<file path="src/rtl/pwm_sync_pkg.sv">
package pwm_sync_pkg;
  localparam int unsigned CNT_W = 16;
  localparam int unsigned SEL_W = 3;

  typedef enum logic [2:0] {
    FLD_PERIOD  = 3'd0,
    FLD_DUTY    = 3'd1,
    FLD_PHASE   = 3'd2,
    FLD_EXTDLY  = 3'd3,
    FLD_LEAD    = 3'd4,
    FLD_SRC     = 3'd5,
    FLD_SYNCOUT = 3'd6
  } fld_e;

  typedef struct packed {
    logic [CNT_W-1:0] period;
    logic [CNT_W-1:0] duty;
    logic [CNT_W-1:0] phase;
    logic [CNT_W-1:0] extd;
    logic [CNT_W-1:0] lead;
    logic [SEL_W-1:0] src;
  } chan_cfg_t;
endpackage

</file>
<file path="src/rtl/sync_edge_det.sv">
module sync_edge_det #(
  parameter int unsigned STAGES = 2
) (
  input  logic clk,
  input  logic rst_n,
  input  logic async_in,
  output logic rise_pulse
);
  logic [STAGES:0] sh_q, sh_d;

  always_comb sh_d = {sh_q[STAGES-1:0], async_in};

  always_ff @(posedge clk or negedge rst_n) begin
    if (!rst_n) sh_q <= '0;
    else        sh_q <= sh_d;
  end

  assign rise_pulse = sh_q[STAGES-1] & ~sh_q[STAGES];

  // an edge gives exactly one pulse
  assert_single_pulse_R7: assert property (@(posedge clk) disable iff (!rst_n)
    rise_pulse |=> !rise_pulse);
endmodule

</file>
<file path="src/rtl/ramp_chan.sv">
module ramp_chan #(
  parameter int unsigned CW         = 16,
  parameter int unsigned MIN_LEAD   = 57,
  parameter int unsigned RST_PERIOD = 64
) (
  input  logic          clk,
  input  logic          rst_n,
  input  logic [CW-1:0] per_shadow,
  input  logic [CW-1:0] duty_shadow,
  input  logic [CW-1:0] dly_val,
  input  logic [CW-1:0] lead_val,
  input  logic          trig,
  output logic          pwm,
  output logic          samp,
  output logic          evt
);
  logic [CW-1:0] cnt_q, cnt_d, per_q, per_d, duty_q, duty_d, dcnt_q, dcnt_d, lead_eff;
  logic          armed_q, armed_d, evt_q;
  logic          last, dly_fire, dly_now, restart;

  always_comb begin
    last     = ({1'b0, cnt_q} + (CW+1)'(1)) >= {1'b0, per_q};
    dly_fire = armed_q && (dcnt_q == CW'(1));
    dly_now  = trig && (dly_val == '0);
    restart  = last || dly_fire || dly_now;

    cnt_d  = restart ? '0 : cnt_q + CW'(1);
    per_d  = restart ? per_shadow  : per_q;
    duty_d = restart ? duty_shadow : duty_q;

    armed_d = armed_q;
    dcnt_d  = dcnt_q;
    if (trig && dly_val != '0) begin
      armed_d = 1'b1;
      dcnt_d  = dly_val;
    end else if (dly_fire || dly_now) begin
      armed_d = 1'b0;
      dcnt_d  = '0;
    end else if (armed_q) begin
      dcnt_d  = dcnt_q - CW'(1);
    end
  end

  always_ff @(posedge clk or negedge rst_n) begin
    if (!rst_n) begin
      cnt_q   <= '0;
      per_q   <= CW'(RST_PERIOD);
      duty_q  <= '0;
      dcnt_q  <= '0;
      armed_q <= 1'b0;
      evt_q   <= 1'b0;
    end else begin
      cnt_q   <= cnt_d;
      per_q   <= per_d;
      duty_q  <= duty_d;
      dcnt_q  <= dcnt_d;
      armed_q <= armed_d;
      evt_q   <= restart;
    end
  end

  assign lead_eff = (lead_val < CW'(MIN_LEAD)) ? CW'(MIN_LEAD) : lead_val;
  assign samp = (({2'b0, cnt_q} + {2'b0, lead_eff} + (CW+2)'(1)) == {2'b0, per_q});
  assign pwm  = cnt_q < duty_q;
  assign evt  = evt_q;

  // a sync event always marks count zero
  assert_evt_at_zero_R2: assert property (@(posedge clk) disable iff (!rst_n)
    evt_q |-> (cnt_q == '0));
  // active period only changes at a restart
  assert_period_held_R4: assert property (@(posedge clk) disable iff (!rst_n)
    !evt_q |-> $stable(per_q));
  // an armed delay never sits at zero
  assert_dly_nonzero_R6: assert property (@(posedge clk) disable iff (!rst_n)
    armed_q |-> (dcnt_q != '0));
endmodule

</file>
<file path="src/rtl/pwm_sync_matrix.sv">
module pwm_sync_matrix
  import pwm_sync_pkg::*;
#(
  parameter int unsigned NCH        = 4,
  parameter int unsigned MIN_LEAD   = 57,
  parameter int unsigned RST_PERIOD = 64
) (
  input  logic                     clk,
  input  logic                     rst_n,
  input  logic                     wr_en,
  input  logic [$clog2(NCH)-1:0]   wr_chan,
  input  logic [2:0]               wr_field,
  input  logic [CNT_W-1:0]         wr_data,
  input  logic                     ext_sync_in,
  output logic [NCH-1:0]           pwm_out,
  output logic [NCH-1:0]           samp_trig,
  output logic [NCH-1:0]           sync_evt,
  output logic                     sync_out,
  output logic                     cfg_err
);
  localparam int unsigned CW   = CNT_W;
  localparam int unsigned CH_W = $clog2(NCH);
  localparam logic [SEL_W-1:0] SRC_EXT = SEL_W'(NCH + 1);

  logic [1:0]       rst_q;
  logic             rst_s;
  chan_cfg_t        cfg_q [NCH];
  chan_cfg_t        cfg_d [NCH];
  logic [SEL_W-1:0] so_q, so_d, cand;
  logic             ext_pulse;

  always_ff @(posedge clk or negedge rst_n) begin
    if (!rst_n) rst_q <= 2'b00;
    else        rst_q <= {rst_q[0], 1'b1};
  end
  assign rst_s = rst_q[1];

  sync_edge_det #(.STAGES(2)) u_ext (
    .clk(clk), .rst_n(rst_s), .async_in(ext_sync_in), .rise_pulse(ext_pulse)
  );

  always_comb begin
    so_d = so_q;
    cand = wr_data[SEL_W-1:0];
    for (int i = 0; i < NCH; i++) cfg_d[i] = cfg_q[i];
    if (wr_en) begin
      if (wr_field == FLD_SYNCOUT) begin
        so_d = (cand > SEL_W'(NCH)) ? '0 : cand;
      end else begin
        for (int i = 0; i < NCH; i++) begin
          if (wr_chan == CH_W'(i)) begin
            case (wr_field)
              FLD_PERIOD: cfg_d[i].period = wr_data;
              FLD_DUTY:   cfg_d[i].duty   = wr_data;
              FLD_PHASE:  cfg_d[i].phase  = wr_data;
              FLD_EXTDLY: cfg_d[i].extd   = wr_data;
              FLD_LEAD:   cfg_d[i].lead   = wr_data;
              FLD_SRC:    cfg_d[i].src    = (cand > SRC_EXT || cand == SEL_W'(i + 1)) ? '0 : cand;
              default:    cfg_d[i].src    = cfg_q[i].src;
            endcase
          end
        end
      end
    end
  end

  always_ff @(posedge clk or negedge rst_s) begin
    if (!rst_s) begin
      so_q <= '0;
      for (int i = 0; i < NCH; i++) begin
        cfg_q[i].period <= CW'(RST_PERIOD);
        cfg_q[i].duty   <= '0;
        cfg_q[i].phase  <= '0;
        cfg_q[i].extd   <= '0;
        cfg_q[i].lead   <= '0;
        cfg_q[i].src    <= '0;
      end
    end else begin
      so_q <= so_d;
      for (int i = 0; i < NCH; i++) cfg_q[i] <= cfg_d[i];
    end
  end

  for (genvar i = 0; i < NCH; i++) begin : g_ch
    logic          trig_i;
    logic [CW-1:0] dly_i;

    always_comb begin
      trig_i = 1'b0;
      dly_i  = cfg_q[i].phase;
      if (cfg_q[i].src == SRC_EXT) begin
        trig_i = ext_pulse;
        dly_i  = cfg_q[i].extd;
      end else begin
        for (int j = 0; j < NCH; j++)
          if (cfg_q[i].src == SEL_W'(j + 1)) trig_i = sync_evt[j];
      end
    end

    ramp_chan #(.CW(CW), .MIN_LEAD(MIN_LEAD), .RST_PERIOD(RST_PERIOD)) u_ch (
      .clk(clk), .rst_n(rst_s),
      .per_shadow(cfg_q[i].period), .duty_shadow(cfg_q[i].duty),
      .dly_val(dly_i), .lead_val(cfg_q[i].lead), .trig(trig_i),
      .pwm(pwm_out[i]), .samp(samp_trig[i]), .evt(sync_evt[i])
    );

    // a channel never follows its own event
    assert_src_not_self_R9: assert property (@(posedge clk) disable iff (!rst_s)
      cfg_q[i].src != SEL_W'(i + 1));
  end

  always_comb begin
    sync_out = 1'b0;
    for (int j = 0; j < NCH; j++)
      if (so_q == SEL_W'(j + 1)) sync_out = sync_evt[j];
  end

  always_comb begin
    cfg_err = 1'b0;
    for (int i = 0; i < NCH; i++)
      for (int j = i + 1; j < NCH; j++)
        if (cfg_q[i].src == cfg_q[j].src && cfg_q[i].src != '0 &&
            cfg_q[i].src != SRC_EXT && cfg_q[i].phase != cfg_q[j].phase)
          cfg_err = 1'b1;
  end
endmodule

</file>
<file path="config.mk">
export PLATFORM = sky130hd
export DESIGN_NAME = pwm_sync_matrix
export DESIGN_NICKNAME = d
export VERILOG_FILES = /design/src/rtl/pwm_sync_pkg.sv /design/src/rtl/sync_edge_det.sv /design/src/rtl/ramp_chan.sv /design/src/rtl/pwm_sync_matrix.sv
export SDC_FILE = /design/constraint.sdc
export NUM_CORES = 1
export LEC_CHECK = 0
export BUFFER_PORTS_ARGS = -buffer_cell sky130_fd_sc_hd__buf_4
export CAP_MARGIN = 20
export CORE_ASPECT_RATIO = 0.8
export CORE_MARGIN = 1.5
export CORE_UTILIZATION = 55
export DETAILED_ROUTE_END_ITERATION = 6
export PLACE_DENSITY_LB_ADDON = 0.1
export SETUP_SLACK_MARGIN = 0.3
export SLEW_MARGIN = 20
export SYNTH_ARGS = -nofsm -noshare
export SYNTH_HDL_FRONTEND = slang
export SYNTH_SLANG_ARGS = --single-unit
</file>
<file path="constraint.sdc">
create_clock -name clk -period 34.3 [get_ports clk]
set_input_delay 3.43 -clock clk [delete_from_list [all_inputs] [get_ports clk]]
set_output_delay 3.43 -clock clk [all_outputs]
set_load 0.02 [all_outputs]
</file>
==> impl_metrics.csv <==
group,metric,value,unit
finish,fin_cells,4361,
hold_path,min_path_type,"flop to flop",
critical_path,crit_path_max_fanout,5,
logic_synthesis,synth-edff-count,0,
clock_network,cts_setup_buffers,0,
timing,report.final.slew_viol_count,0,
critical_path,cp-endpoint,"samp_trig[0]",
timing,fin_skew,0.0264,ns
clock_network,cts.sinks,604,
critical_path,worstSetupEndpointType,"output port",
die,core-area,65800,um2
timing,slew_headroom,0.293,
route,dr.pass1.iters,6,
clock_network,clk_path_buf_depth,3,
clock_network,htreeDepth,3,
logic_synthesis,yosysUniqueCellTypes,87,
clock_network,cts_buffers,67,
timing,min_period,9.39,ns
clock_network,holdBufCountCts,0,
logic_synthesis,synthesis.nets,3793,
die,dieArea,68200,um2
critical_path,crit_chain,"nor4_1, nand3_1, a41oi_1, or2_2, ha_1, inv_1, fa_1, nor2b_1, o31a_1, nor3_1, o31ai_1, xnor2_1, nor4b_4, and2_1, a31oi_1, or4_1, a221oi_1, buf_4",
logic_synthesis,synth-compound-area-share,0.106,
critical_path,r2r-start,"g_ch[3].u_ch.cnt_q[2]$_DFF_PN0_",
timing,max_clock_freq,107,MHz
finish,layout.nets,3683,
die,die_y,234,um
logic_synthesis,synth_most_common_cell,"dfrtp_1",
logic_synthesis,synth_area,36600,um2
logic_synthesis,synthMuxAreaShare,0.155,
finish,syn_to_final_growth,7.96,%
timing,period_share,0.274,
timing,setup_viol,0,
route,finalWirelength,96.0,mm
timing,finalHoldViolCount,0,
logic_synthesis,synthAdderAreaFrac,0.0718,
critical_path,critPathLaunchType,"flop",
critical_path,crit_start,"cfg_q[267]$_DFFE_PN0P_",
logic_synthesis,synth_top_family_by_area,"multiplexers",
clock_network,cts_tree,"built",
logic_synthesis,synth_common_cells,"596 x dfrtp_1, 461 x mux2_2, 240 x xnor2_1, 204 x ha_1, 202 x clkbuf_1",
die,initial_utilization,0.557,
logic_synthesis,yosys_warnings,0,
route,drt_first_iter_violations,2091,
logic_synthesis,synth_top_area_share,0.407,
placed_design,port_buffers,38,
timing,grt_setup_unrepaired,"no",
clock_network,worst_skew_pair.late_latency,0.63,ns
logic_synthesis,ys_ff_latch,604,
clock_network,cts_resized,0,
logic_synthesis,ys_dominant_reg_cell,"dfrtp_1",
pwr,power_density,78.9,nW/um2
logic_synthesis,syn_area_per_cell,10.3,um2
logic_synthesis,ys_async_sr_fraction,1.00,
logic_synthesis,ys_seq_area_frac,0.413,
grt,grt_start_max_net_pins,164,
logic_synthesis,synth_area_leaders,"dfrtp_1 41%, mux2_2 14%, ha_1 7.0%",
route,wire_per_inst,22.0,um
grt,grt_use_total,0.285,
placed_design,place_congestion,0.885,
timing,tns,0,ns
grt,grt_antenna_before_repair,3,
critical_path,path_class,"flop to output port",
timing,worst_slew_pin_slew,1.06,ns
logic_synthesis,synth_top_area_cell,"dfrtp_1",
critical_path,critical_path_arrival,5.96,ns
die,rows,84,
grt,grt_pass1_wl,153,mm
placed_design,dpl.hpwl,66.8,mm
die,die_w,292,um
critical_path,reg2reg_slack,29.08,ns
grt,grt_pass1_vias,26900,
logic_synthesis,yosys.area_share.xor_xnor,0.0709,
critical_path,regToRegEndpoint,"g_ch[3].u_ch.per_q[11]$_DFFE_PN0P_",
clock_network,clkTransAtPathRegs,0.06,ns
critical_path,rr_worst_depth,18,
pwr,vdd_ir_drop_max,0.0517,mV
run_status,status,"completed",
logic_synthesis,synthSimpleGateAreaFrac,0.138,
critical_path,slowest_stage,"o31ai_1",
pwr,total_leakage_power,18.1,nW
grt,grt-ovfl-total,0,
placed_design,placed_cells_incl_taps,4239,
critical_path,worst_path_largest_cell_delay,0.53,ns
die,io_pins,39,
critical_path,critPathRequiredTime,30.87,ns
route,detail-route-antenna-nets,0,
route,vias,26900,
logic_synthesis,syn_inst,3560,
finish,drive_gt1_frac,0.193,
route,routed_via_density,6.17,
clock_network,cts-root-buf,"clkbuf_16",
route,drc,0,
flow_run,drv_cap,0,
-- per-stage QoR --
step	hold slack [ns]	utilization	power (W)	worst slack (ns)	cell area, um2
floorplan	0.331	-	0.00206	16.23	36600
global placement	0.334	0.566	0.00231	25.93	37200
detailed placement	0.335	0.566	0.00236	25.66	37200
CTS	0.348	0.601	0.00313	25.00	39500
global route	0.351	0.601	0.00333	24.48	39600
finish	0.347	0.601	0.00312	24.91	39600
-- layer usage --
metal,routed length [um],GRT usage,share of wire
met1,45500,0.413,0.47
met2,42300,0.437,0.44
met3,5590,0.0483,0.058
met4,2690,0.0864,0.028
met5,3,0,0.000031
-- cell families (layout without fill, tap and decap cells) --
logic type | after synthesis | after routing
and+or+nand+nor | 957 | 957
DFF | 604 | 604
AOI/OAI and AO/OA | 568 | 568
muxes | 511 | 511
buffers and inverters | 416 | 356
xor gates and xnor gates | 295 | 295
adders and majority gates | 208 | 208
other | 1 | 2
-- report_power, final --
part,switching (W),internal [W],total [W]
combinational,0.000625,0.000590,0.00121
clock,0.000302,0.000450,0.000752
sequential,0.000236,0.000918,0.00115
total,0.00116,0.00196,0.00312
-- how the worst min path moves through the flow --
stage | cells after the start | slack (ns) | to | from
2_1_floorplan | 0 | 0.33 | rst_q[1]$_DFF_PN0_ | rst_q[0]$_DFF_PN0_
3_3_place_gp | 0 | 0.33 | u_ext.sh_q[1]$_DFF_PN0_ | u_ext.sh_q[0]$_DFF_PN0_
4_1_cts | 0 | 0.35 | u_ext.sh_q[1]$_DFF_PN0_ | u_ext.sh_q[0]$_DFF_PN0_
6_report | 0 | 0.35 | u_ext.sh_q[1]$_DFF_PN0_ | u_ext.sh_q[0]$_DFF_PN0_
5_1_grt | 0 | 0.35 | u_ext.sh_q[1]$_DFF_PN0_ | u_ext.sh_q[0]$_DFF_PN0_
3_5_place_dp | 0 | 0.33 | u_ext.sh_q[1]$_DFF_PN0_ | u_ext.sh_q[0]$_DFF_PN0_
-- state kept, by name, summed over array words and instances, names as in the netlist --
register and count:
g_ch.u_ch.duty_q 64, so_q 3, g_ch.u_ch.evt 4, u_ext.sh_q 3, g_ch.u_ch.armed_q 4, rst_q 2
g_ch.u_ch.dcnt_q 64, cfg_q 332, g_ch.u_ch.per_q 64, g_ch.u_ch.cnt_q 64
-- cell type report --
class / count / area, um2
clock buffers: 92 / 1890
clock inverters: 27 / 379
fillers: 5512 / 26200
repair buffers: 60 / 488
flip-flops and latches: 604 / 15100
inverters: 177 / 664
diodes: 1 / 2.50
multi-input cells: 2540 / 19900
well taps: 860 / 1080
-- cells in the final DEF (no fill, tap or decap), types with 16 or more instances in the layout --
cell type and instances:
a211oi_1 24, a21o_1 55, a21oi_1 114, a31oi_1 35
a41oi_1 17, and2_1 31, and3_1 41, buf_4 55
clkbuf_16 69, dfrtp_1 595, ha_1 204, inv_1 176
mux2_2 461, mux2i_1 50, nand2_1 157, nand2b_1 46
nand3_1 124, nand4_1 68, nor2_1 191, nor2b_1 60
nor3_1 65, nor4_1 53, o21a_1 37, o21ai_0 101
o22a_1 33, o22ai_1 16, or3_1 23, or4_1 17
xnor2_1 240, xor2_1 54
-- worst max-delay path, delay by kind of cell (launching register included) --
family | cells | cell delay (ns)
DFF | 1 | 0.39
xor gates and xnor gates | 1 | 0.27
and+or+nand+nor | 8 | 2.26
AOI/OAI and AO/OA | 5 | 1.59
adders and majority gates | 2 | 0.57
buffers and inverters | 2 | 0.26
No activity file was read; power rests on OpenSTA's default activity.
